**src/rtl/loader_pkg.sv**
```systemverilog
package loader_pkg;

    typedef enum logic [2:0] {
        LD_MODE,
        LD_COUNT,
        LD_PAYLOAD,
        LD_START,
        LD_DONE,
        LD_TEST
    } ld_state_t;

    typedef enum logic [1:0] {
        RX_IDLE,
        RX_START,
        RX_BITS,
        RX_STOP
    } rx_state_t;

endpackage

```
**src/rtl/uart_rx16.sv**
```systemverilog
module uart_rx16 #(
    parameter int unsigned OS_DIV = 13
) (
    input  logic       clk,
    input  logic       rst_n,
    input  logic       rx_in,
    input  logic       consume,
    output logic       byte_valid,
    output logic [7:0] byte_data,
    output logic       overrun_evt
);
    import loader_pkg::*;

    localparam int unsigned DIV_W = (OS_DIV > 1) ? $clog2(OS_DIV) : 1;
    localparam logic [DIV_W-1:0] DIV_LAST = DIV_W'(OS_DIV - 1);

    rx_state_t        rx_state, rx_next;
    logic [1:0]       sync_q;
    logic             rx_s;
    logic [DIV_W-1:0] div_q;
    logic             tick;
    logic [3:0]       os_q;
    logic [2:0]       bit_idx;
    logic [7:0]       shreg;
    logic             mid_start, bit_end;

    assign rx_s      = sync_q[1];
    assign tick      = (div_q == DIV_LAST);
    assign mid_start = tick && (os_q == 4'd7);
    assign bit_end   = tick && (os_q == 4'd15);

    always_ff @(posedge clk or negedge rst_n) begin
        if (!rst_n) rx_state <= RX_IDLE;
        else        rx_state <= rx_next;
    end

    always_comb begin
        rx_next = rx_state;
        unique case (rx_state)
            RX_IDLE:  if (!rx_s) rx_next = RX_START;
            RX_START: if (mid_start) rx_next = rx_s ? RX_IDLE : RX_BITS;
            RX_BITS:  if (bit_end && bit_idx == 3'd7) rx_next = RX_STOP;
            RX_STOP:  if (bit_end) rx_next = RX_IDLE;
            default:  rx_next = RX_IDLE;
        endcase
    end

    always_ff @(posedge clk or negedge rst_n) begin
        if (!rst_n) begin
            sync_q      <= 2'b11;
            div_q       <= '0;
            os_q        <= '0;
            bit_idx     <= '0;
            shreg       <= '0;
            byte_valid  <= 1'b0;
            byte_data   <= '0;
            overrun_evt <= 1'b0;
        end else begin
            sync_q <= {sync_q[0], rx_in};
            if (rx_state == RX_IDLE) begin
                div_q   <= '0;
                os_q    <= '0;
                bit_idx <= '0;
            end else begin
                div_q <= tick ? '0 : div_q + DIV_W'(1);
                if (tick)
                    os_q <= (rx_state == RX_START && os_q == 4'd7) ? 4'd0 : os_q + 4'd1;
            end
            if (rx_state == RX_BITS && bit_end) begin
                shreg   <= {rx_s, shreg[7:1]};
                bit_idx <= bit_idx + 3'd1;
            end
            if (rx_state == RX_STOP && bit_end && rx_s) begin
                byte_valid  <= 1'b1;
                byte_data   <= shreg;
                overrun_evt <= byte_valid && !consume;
            end else begin
                overrun_evt <= 1'b0;
                if (consume) byte_valid <= 1'b0;
            end
        end
    end

endmodule

```
**src/rtl/rom_streamer.sv**
```systemverilog
module rom_streamer #(
    parameter int unsigned ADDR_W   = 16,
    parameter int unsigned ROM_BASE = 'h0100,
    parameter int unsigned ROM_LEN  = 240,
    parameter int unsigned HOLD_W   = 16
) (
    input  logic              clk,
    input  logic              rst_n,
    input  logic              en,
    input  logic [HOLD_W-1:0] hold,
    input  logic [7:0]        rom_rdata,
    output logic [ADDR_W-1:0] rom_addr,
    output logic [7:0]        port_out
);
    localparam logic [ADDR_W-1:0] FIRST = ADDR_W'(ROM_BASE);
    localparam logic [ADDR_W-1:0] LAST  = ADDR_W'(ROM_BASE + ROM_LEN - 1);

    logic [HOLD_W-1:0] cnt_q;
    logic [HOLD_W-1:0] hold_last;

    assign hold_last = (hold == '0) ? '0 : hold - HOLD_W'(1);

    always_ff @(posedge clk or negedge rst_n) begin
        if (!rst_n) begin
            rom_addr <= FIRST;
            cnt_q    <= '0;
            port_out <= '0;
        end else if (en) begin
            port_out <= rom_rdata;
            if (cnt_q >= hold_last) begin
                cnt_q    <= '0;
                rom_addr <= (rom_addr == LAST) ? FIRST : rom_addr + ADDR_W'(1);
            end else begin
                cnt_q <= cnt_q + HOLD_W'(1);
            end
        end
    end

endmodule

```
**src/rtl/serial_ram_loader.sv**
```systemverilog
module serial_ram_loader #(
    parameter int unsigned CLK_HZ   = 2_000_000,
    parameter int unsigned BAUD     = 9600,
    parameter int unsigned ADDR_W   = 16,
    parameter int unsigned RAM_BASE = 'h0050,
    parameter int unsigned ROM_BASE = 'h0100,
    parameter int unsigned ROM_LEN  = 240,
    parameter int unsigned HOLD_W   = 16
) (
    input  logic              clk,
    input  logic              rst_n,
    input  logic              rx_in,
    input  logic              strap_a,
    input  logic              strap_b,
    input  logic [HOLD_W-1:0] test_hold,
    input  logic [7:0]        rom_rdata,
    output logic              ram_we,
    output logic [ADDR_W-1:0] ram_addr,
    output logic [7:0]        ram_wdata,
    output logic [ADDR_W-1:0] rom_addr,
    output logic [7:0]        port_out,
    output logic              overrun_n,
    output logic              exec_go,
    output logic [ADDR_W-1:0] exec_addr
);
    import loader_pkg::*;

    localparam int unsigned OS_DIV_RAW = CLK_HZ / (BAUD * 16);
    localparam int unsigned OS_DIV     = (OS_DIV_RAW < 1) ? 1 : OS_DIV_RAW;
    localparam logic [ADDR_W-1:0] ENTRY = ADDR_W'(RAM_BASE + 1);

    ld_state_t         state, state_next;
    logic              byte_valid, consume, overrun_evt;
    logic [7:0]        byte_data;
    logic [7:0]        remaining;
    logic [ADDR_W-1:0] wr_ptr;

    assign consume = byte_valid && (state == LD_COUNT || state == LD_PAYLOAD);

    uart_rx16 #(.OS_DIV(OS_DIV)) u_rx (
        .clk         (clk),
        .rst_n       (rst_n),
        .rx_in       (rx_in),
        .consume     (consume),
        .byte_valid  (byte_valid),
        .byte_data   (byte_data),
        .overrun_evt (overrun_evt)
    );

    rom_streamer #(
        .ADDR_W   (ADDR_W),
        .ROM_BASE (ROM_BASE),
        .ROM_LEN  (ROM_LEN),
        .HOLD_W   (HOLD_W)
    ) u_stream (
        .clk       (clk),
        .rst_n     (rst_n),
        .en        (state == LD_TEST),
        .hold      (test_hold),
        .rom_rdata (rom_rdata),
        .rom_addr  (rom_addr),
        .port_out  (port_out)
    );

    always_ff @(posedge clk or negedge rst_n) begin
        if (!rst_n) state <= LD_MODE;
        else        state <= state_next;
    end

    always_comb begin
        state_next = state;
        unique case (state)
            LD_MODE: begin
                if (!strap_a)     state_next = LD_TEST;
                else if (strap_b) state_next = LD_COUNT;
                else              state_next = LD_START;
            end
            LD_COUNT:
                if (byte_valid)
                    state_next = (byte_data <= 8'd1) ? LD_START : LD_PAYLOAD;
            LD_PAYLOAD:
                if (byte_valid && remaining == 8'd1) state_next = LD_START;
            LD_START: state_next = LD_DONE;
            LD_DONE:  state_next = LD_DONE;
            LD_TEST:  state_next = LD_TEST;
            default:  state_next = LD_MODE;
        endcase
    end

    always_ff @(posedge clk or negedge rst_n) begin
        if (!rst_n) begin
            ram_we    <= 1'b0;
            ram_addr  <= '0;
            ram_wdata <= '0;
            remaining <= '0;
            wr_ptr    <= ENTRY;
            overrun_n <= 1'b1;
            exec_go   <= 1'b0;
            exec_addr <= '0;
        end else begin
            ram_we    <= 1'b0;
            overrun_n <= overrun_n & ~overrun_evt;
            exec_go   <= (state == LD_START);
            exec_addr <= (state == LD_START) ? ENTRY : '0;
            if (state == LD_COUNT && byte_valid) begin
                remaining <= byte_data - 8'd1;
                wr_ptr    <= ENTRY;
            end
            if (state == LD_PAYLOAD && byte_valid) begin
                ram_we    <= 1'b1;
                ram_addr  <= wr_ptr;
                ram_wdata <= byte_data;
                wr_ptr    <= wr_ptr + ADDR_W'(1);
                remaining <= remaining - 8'd1;
            end
        end
    end

endmodule

```
**config.mk**
```make
export PLATFORM = sky130hd
export DESIGN_NAME = serial_ram_loader
export DESIGN_NICKNAME = d
export VERILOG_FILES = /design/src/rtl/loader_pkg.sv /design/src/rtl/uart_rx16.sv /design/src/rtl/rom_streamer.sv /design/src/rtl/serial_ram_loader.sv
export SDC_FILE = /design/constraint.sdc
export NUM_CORES = 1
export LEC_CHECK = 0
export CORE_ASPECT_RATIO = 1.25
export CORE_MARGIN = 1.5
export CORE_UTILIZATION = 50
export CTS_BUF_LIST = sky130_fd_sc_hd__clkbuf_4 sky130_fd_sc_hd__clkbuf_8
export DETAILED_ROUTE_END_ITERATION = 12
export GPL_TIMING_DRIVEN = 1
export PLACE_DENSITY = 0.74
export SYNTH_ARGS = -nofsm -noshare
export SYNTH_HDL_FRONTEND = slang
export SYNTH_SLANG_ARGS = --single-unit
```
**constraint.sdc**
```tcl
create_clock -name clk -period 5.8 [get_ports clk]
set_input_delay 0.87 -clock clk [delete_from_list [all_inputs] [get_ports clk]]
set_output_delay 0.87 -clock clk [all_outputs]
set_load 0.02 [all_outputs]
```
* Word-level counts from Yosys, hierarchy flattened
Index checks and enable logic that the tools add are counted.
** Word-level totals
- Register bits :: 134
- Latch bits :: 0
- RAM bits :: 0
- Bits in read-only memories :: 0
- Bits of input ports :: 29
- Output and inout port bits :: 67
- Logic and storage cells :: 110
- Memories :: 0
** Cells by class
- Add/sub/neg operators :: 9
- Multipliers :: 0
- Divide/modulo/power cells :: 0
- $lt $le $gt $ge :: 2
- Eq/ne operators :: 20
- Shift operators :: 0
- Muxes and demuxes :: 31
- Bitwise operators :: 2
- Reductions and logical operators :: 25
** Operators with widths (number)
- two-way mux 16 bit :: 5
- adder 16 x 1 -> 16 bit, second input constant :: 3
- two-way mux 4 bit :: 5
- == test 16 x 9 -> 1 bit, second input constant :: 1
- >= comparator 16 bit :: 1
- zero test 16 bit :: 1
- two-way mux 8 bit :: 2
- subtractor 16 x 1 -> 16 bit, second input constant :: 1
- subtractor 8 x 1 -> 8 bit, second input constant :: 2
- two-way mux 3 bit :: 5
- case mux 3 bit (5 select lines) :: 1
- logical AND 1 bit :: 12
- two-way mux 2 bit :: 6
- != test 2 x 1 -> 1 bit, second input constant :: 5
- == test 3 bit, second input constant :: 3
- adder 4 x 1 -> 4 bit, second input constant :: 2
- == test 4 bit, second input constant :: 2
- == test 8 x 1 -> 1 bit, second input constant :: 1
- less-or-equal comparator 8 x 1 -> 1 bit, second input constant :: 1
- case mux 2 bit (4 select lines) :: 1
- nonzero test 2 bit :: 4
- two-way mux 7 bit :: 1
- == test 3 x 2 -> 1 bit, second input constant :: 2
- two-way mux 1 bit :: 5
- other kinds (15) :: 17

* Depth between registers and ports, before layout
- Depth in word-level cells :: 6
- Depth in mapped cells :: 15
- Mapped depth without buffers :: 13

* Modules after synthesis
A second synthesis with hierarchy kept.
** Unflattened totals
- Cells, all modules :: 700
- Area, all modules :: 6844.1 um^2
** Modules (own cells, without submodules)
- serial_ram_loader :: instances 1, cells each 300, area each 2748.9 um^2, sequential area each 1356.3 um^2
- rom_streamer :: instances 1, cells each 285, area each 2636.3 um^2, sequential area each 1002.2 um^2
- uart_rx16 :: instances 1, cells each 115, area each 1458.9 um^2, sequential area each 828.3 um^2

* Worst setup path before layout
Ideal clock, no wire load.
- Path type :: input -> register
- Start point :: input test_hold[9]
- End point :: register u_stream.rom_addr[14]
- Setup time :: 125 ps
- Arrival time :: 3811 ps
- Required time :: 5675 ps
- Setup slack :: 1864 ps
- Cell stages on the path :: 13
- Buffers on the path :: 1
- Cells stage by stage :: or4_1 -> nor4_2 -> nand2b_1 -> nor3_1 -> mux2i_1 -> ha_1 -> nand4_2 -> nor4_4 -> a31oi_4 -> and3_4 -> buf_6 -> nor3_2 -> mux2_4
** Between the ends
- Longest elaborated chain between the ends :: 4
- Elaborated cells on any way between the ends :: 5
- Those cells by class :: add/sub (1); order compare (1); mux (1); reduce/logical (2)
** RTL lines
- start, declared :: line serial_ram_loader.sv:15 : input logic [HOLD_W-1:0] test_hold,
- subtractor 16 x 1 -> 16 bit or zero test 16 bit (tied branches) :: line rom_streamer.sv:21 : assign hold_last = (hold == '0) ? '0 : hold - HOLD_W'(1);
- two-way mux 16 bit * :: line rom_streamer.sv:21
- >= comparator 16 bit * :: line rom_streamer.sv:30 : if (cnt_q >= hold_last) begin
- AND reduction 2 bit (no source line) *
- end signal, assigned :: line rom_streamer.sv:32 : rom_addr <= (rom_addr == LAST) ? FIRST : rom_addr + ADDR_W'(1);
- end, declared :: line rom_streamer.sv:12 : output logic [ADDR_W-1:0] rom_addr,
Mark *: on every way between the ends. The rest lies on a longest branch, timed or not.
A chain may end at the register's enable or synchronous reset.

* Worst setup path in the final report
- Start point :: input test_hold[9]
- End point :: register u_stream.rom_addr[3]
The elaborated chain is that of the path after synthesis.

==> impl_metrics.py <==
metrics = {
    "timing": {
        "drv_slew": 0,
        "fmax_mhz": 218,
        "hold_viol_final": 0,
        "layout_worst_path_cycle_share": 0.790,
        "setup_viol": 0,
        "rsz0062_at_grt": "false",
        "fin_skew_ns": 0.0103,
        "period_needed_ns": 4.58,
        "tns_ns": 0,
        "worst_pin_slew_ns": 0.990,
        "max-slew-margin-rel": 0.340,
    },
    "cts": {
        "postCtsHoldBufs": 0,
        "cts_setup_buffers": 0,
        "clk_latency_ns": 0.43,
        "clkSinkCount": 127,
        "cts_buffer_depth": 2,
        "htree_levels": 4,
        "numCtsBuffers": 17,
        "cts_root_buf": "clkbuf_8",
        "ctsResizeCount": 0,
        "cts_tree": "built",
        "clk_pin_slew_worst_paths_ns": 0.08,
    },
    "logic_synthesis": {
        "postSynthAreaPerCell_um2": 9.36,
        "async_flop_share": 1.00,
        "synth_edf_count": 0,
        "synth_top_flop_cell": "dfrtp_1",
        "ys_warn_count": 0,
        "netlist_instances": 718,
        "ys_seq_elements": 127,
        "synth.distinct_cells": 64,
        "ys_seq_area_frac": 0.474,
        "synth_area_um2": 6720,
    },
    "pwr": {
        "switching_share": 0.310,
        "totalPowerFinal_mw": 2.35,
        "p_per_area_nw_per_um2": 293,
        "p_comb_frac": 0.215,
        "power.internal_mw": 1.62,
        "ir_worst_vdd_mv": 0.164,
        "power_frac_clock": 0.330,
        "p_seq_frac": 0.455,
        "p_sw_uw": 728,
        "p_leak_nw": 3.84,
    },
    "detailed_routing": {
        "drc": 0,
        "dr.first_iter.drc_count": 364,
        "avgRoutedWirePerCell_um": 14.8,
        "vias": 5382,
        "firstDrtPassIters": 5,
        "vias_per_cell": 5.49,
        "routed_wl_um": 14500,
        "drtAntennaViolNets": 0,
    },
    "global_routing": {
        "antenna_found_initial": 0,
        "grt_pass1_wl_um": 25100,
        "grt_max_degree": 80,
        "overflow": 0,
        "grt_pass1_vias": 5408,
        "track_usage": 0.219,
    },
    "setup_path": {
        "worst_path_most_repeated_cell": "nand2_1",
        "cp_slowest_cell": "a31oi_2",
        "worstPathCellList": "clkdlybuf4s50_1, or4_1, nor4_2, nand2b_1, nor2_1, nand2_1, nand2_1, ha_1, nand4_2, nor4_4, a31oi_4, a31oi_2, o21ai_0, a22o_1",
        "startpoint_type": "input pin",
        "max_stage_delay_ns": 0.69,
        "required_ns": 6.12,
        "worstPathMaxFanout": 16,
        "worst_setup_path_end_kind": "flop",
        "crit_arrival_ns": 4.90,
        "worstSetupPathType": "input pin to flop",
    },
    "final_layout": {
        "drive_above_1_share": 0.0988,
        "fill_cells": 1146,
        "nets": 856,
        "syn2layout_area_growth_pct": 19.2,
        "antennaDiodeCount": 0,
    },
    "floorplanning": {
        "ios": 96,
        "die_y_um": 133,
        "core-area_um2": 13200,
        "die_w_um": 107,
        "die-area_um2": 14200,
        "start_util": 0.510,
        "rows": 47,
    },
    "place": {
        "hpwl_um": 10500,
        "numPortBuffers": 82,
        "gp_congestion": 0.893,
    },
    "job": {
        "maxCapViolations": 0,
    },
    "min_path": {
        "hp-class": "flop to flop",
    },
    "outcome": {
        "outcome": "complete, no violations",
    },
}
cell type report:
type	count	area, um2	area share
Multi-Input combinational cell	543	3280	0.409
Clock inverter	7	90.1	0.0112
Inverter	21	78.8	0.00983
Sequential cell	127	3190	0.398
Clock buffer	25	313	0.0390
Tap cell	171	214	0.0267
Timing Repair Buffer	87	856	0.107
metal layers:
| layer | wire length, um | track usage | vias up | part of all wire |
|---|---|---|---|---|
| met3 | 651 | 0.0468 | 24 | 0.045 |
| met1 | 6130 | 0.270 | 2618 | 0.42 |
| met5 | 0 | 0 | - | 0 |
| li1 | - | - | 2597 | - |
| met4 | 229 | 0.0756 | 0 | 0.016 |
| met2 | 7520 | 0.379 | 143 | 0.52 |
kinds of logic (layout without fill, tap and decap cells):
family,after synthesis,in the layout,share of synthesized area
other cells,1,13,0.000558
fa+ha+maj,30,30,0.0558
flops,127,127,0.474
xor+xnor,44,44,0.0573
simple gates,338,338,0.239
compound gates,99,99,0.0962
mux,19,19,0.0320
buf+inv,60,140,0.0454
synthesized netlist by cell type (all sizes together) (3+ instances only):
| cell type | instances | area [um2] |
|---|---|---|
| a21oi | 23 | 115 |
| a22o | 10 | 87.6 |
| a31oi | 7 | 65.1 |
| and3 | 15 | 98.8 |
| and4 | 3 | 26.3 |
| buf | 26 | 178 |
| clkbuf | 13 | 48.8 |
| dfrtp | 120 | 3000 |
| dfstp | 7 | 184 |
| ha | 30 | 375 |
| inv | 21 | 78.8 |
| mux2 | 17 | 195 |
| nand2 | 162 | 616 |
| nand2b | 8 | 50.1 |
| nand3 | 26 | 130 |
| nand3b | 4 | 30.0 |
| nand4 | 11 | 75.1 |
| nor2 | 60 | 225 |
| nor2b | 6 | 37.5 |
| nor3 | 12 | 81.3 |
| nor4 | 11 | 90.1 |
| o21ai | 35 | 175 |
| o221ai | 3 | 26.3 |
| o31ai | 5 | 37.5 |
| or2 | 4 | 25.0 |
| or3 | 6 | 37.5 |
| or4 | 3 | 22.5 |
| xnor2 | 19 | 166 |
| xor2 | 25 | 219 |
cells in the final DEF (no fill, tap or decap), types with 4 or more instances in the layout:
master / instances
clkbuf_4: 5
inv_1: 21
ha_1: 30
o31ai_1: 5
clkbuf_8: 20
a31oi_1: 5
dfrtp_1: 120
conb_1: 13
o21ai_0: 32
a22o_1: 10
dfstp_2: 7
nor3_1: 9
nor2b_1: 6
nor2_1: 60
a21oi_1: 23
nand3_1: 26
buf_4: 6
nor4_1: 9
or3_1: 6
clkdlybuf4s50_1: 81
or2_2: 4
mux2_2: 15
nand2b_1: 8
xor2_1: 25
and3_1: 14
nand2_1: 159
nand3b_1: 4
xnor2_1: 19
nand4_1: 10
final timing paths:
check | end | start | cells after the start | slack [ns]
min in group asynchronous | u_stream.rom_addr[12]$_DFFE_PN0P_ | rst_n | 1 | 0.61
max in group asynchronous | u_rx.div_q[3]$_DFF_PN0_ | rst_n | 2 | 4.01
hold / removal | u_rx.sync_q[1]$_DFF_PN1_ | u_rx.sync_q[0]$_DFF_PN1_ | 0 | 0.36
hold reg to reg | u_rx.sync_q[1]$_DFF_PN1_ | u_rx.sync_q[0]$_DFF_PN1_ | 0 | 0.36
setup reg to reg | u_stream.rom_addr[3]$_DFFE_PN0P_ | u_stream.cnt_q[13]$_DFFE_PN0P_ | 7 | 3.07
setup / recovery | u_stream.rom_addr[3]$_DFFE_PN0P_ | test_hold[9] | 14 | 1.22
registers in the layout, indices dropped and copies added, names as in the netlist, 2 cells and up, named ones only:
signal,cells
ram_wdata,8
u_stream.port_out,8
u_rx.bit_idx,3
u_stream.cnt_q,16
wr_ptr,16
state,3
u_rx.shreg,8
remaining,8
u_rx.div_q,4
u_rx.os_q,4
u_rx.sync_q,2
u_rx.byte_data,8
u_stream.rom_addr,16
ram_addr,16
power by group through the flow:
stage | sequential, mW | combinational, mW | clock [mW]
detailed placement | 1.08 | 0.505 | 0
global route | 1.08 | 0.558 | 0.829
finish | 1.07 | 0.504 | 0.775
CTS | 1.06 | 0.508 | 0.789
global placement | 1.07 | 0.486 | 0
floorplan | 1.09 | 0.276 | 0
per-stage QoR:
step                area, um2  std cells  hold WS [ns]   util  setup slack [ns]
floorplan                6770        730         0.344      -              1.86
global placement         7610        949         0.346  0.578             0.934
detailed placement       7610        949         0.353  0.578             0.759
CTS                      8020        981         0.364  0.608              1.22
global route             8020        981         0.360  0.608             0.846
finish                   8020        981         0.360  0.608              1.22
worst max-delay path, delay by kind of cell:
kind | cells | cell delay, ns
AND/OR/NAND/NOR | 8 | 2.12
AO/OA/AOI/OAI | 4 | 1.31
buffers and inverters | 1 | 0.45
adder cells (fa/ha/maj) | 1 | 0.16
Note: power is estimated with default switching activity, not from simulation.
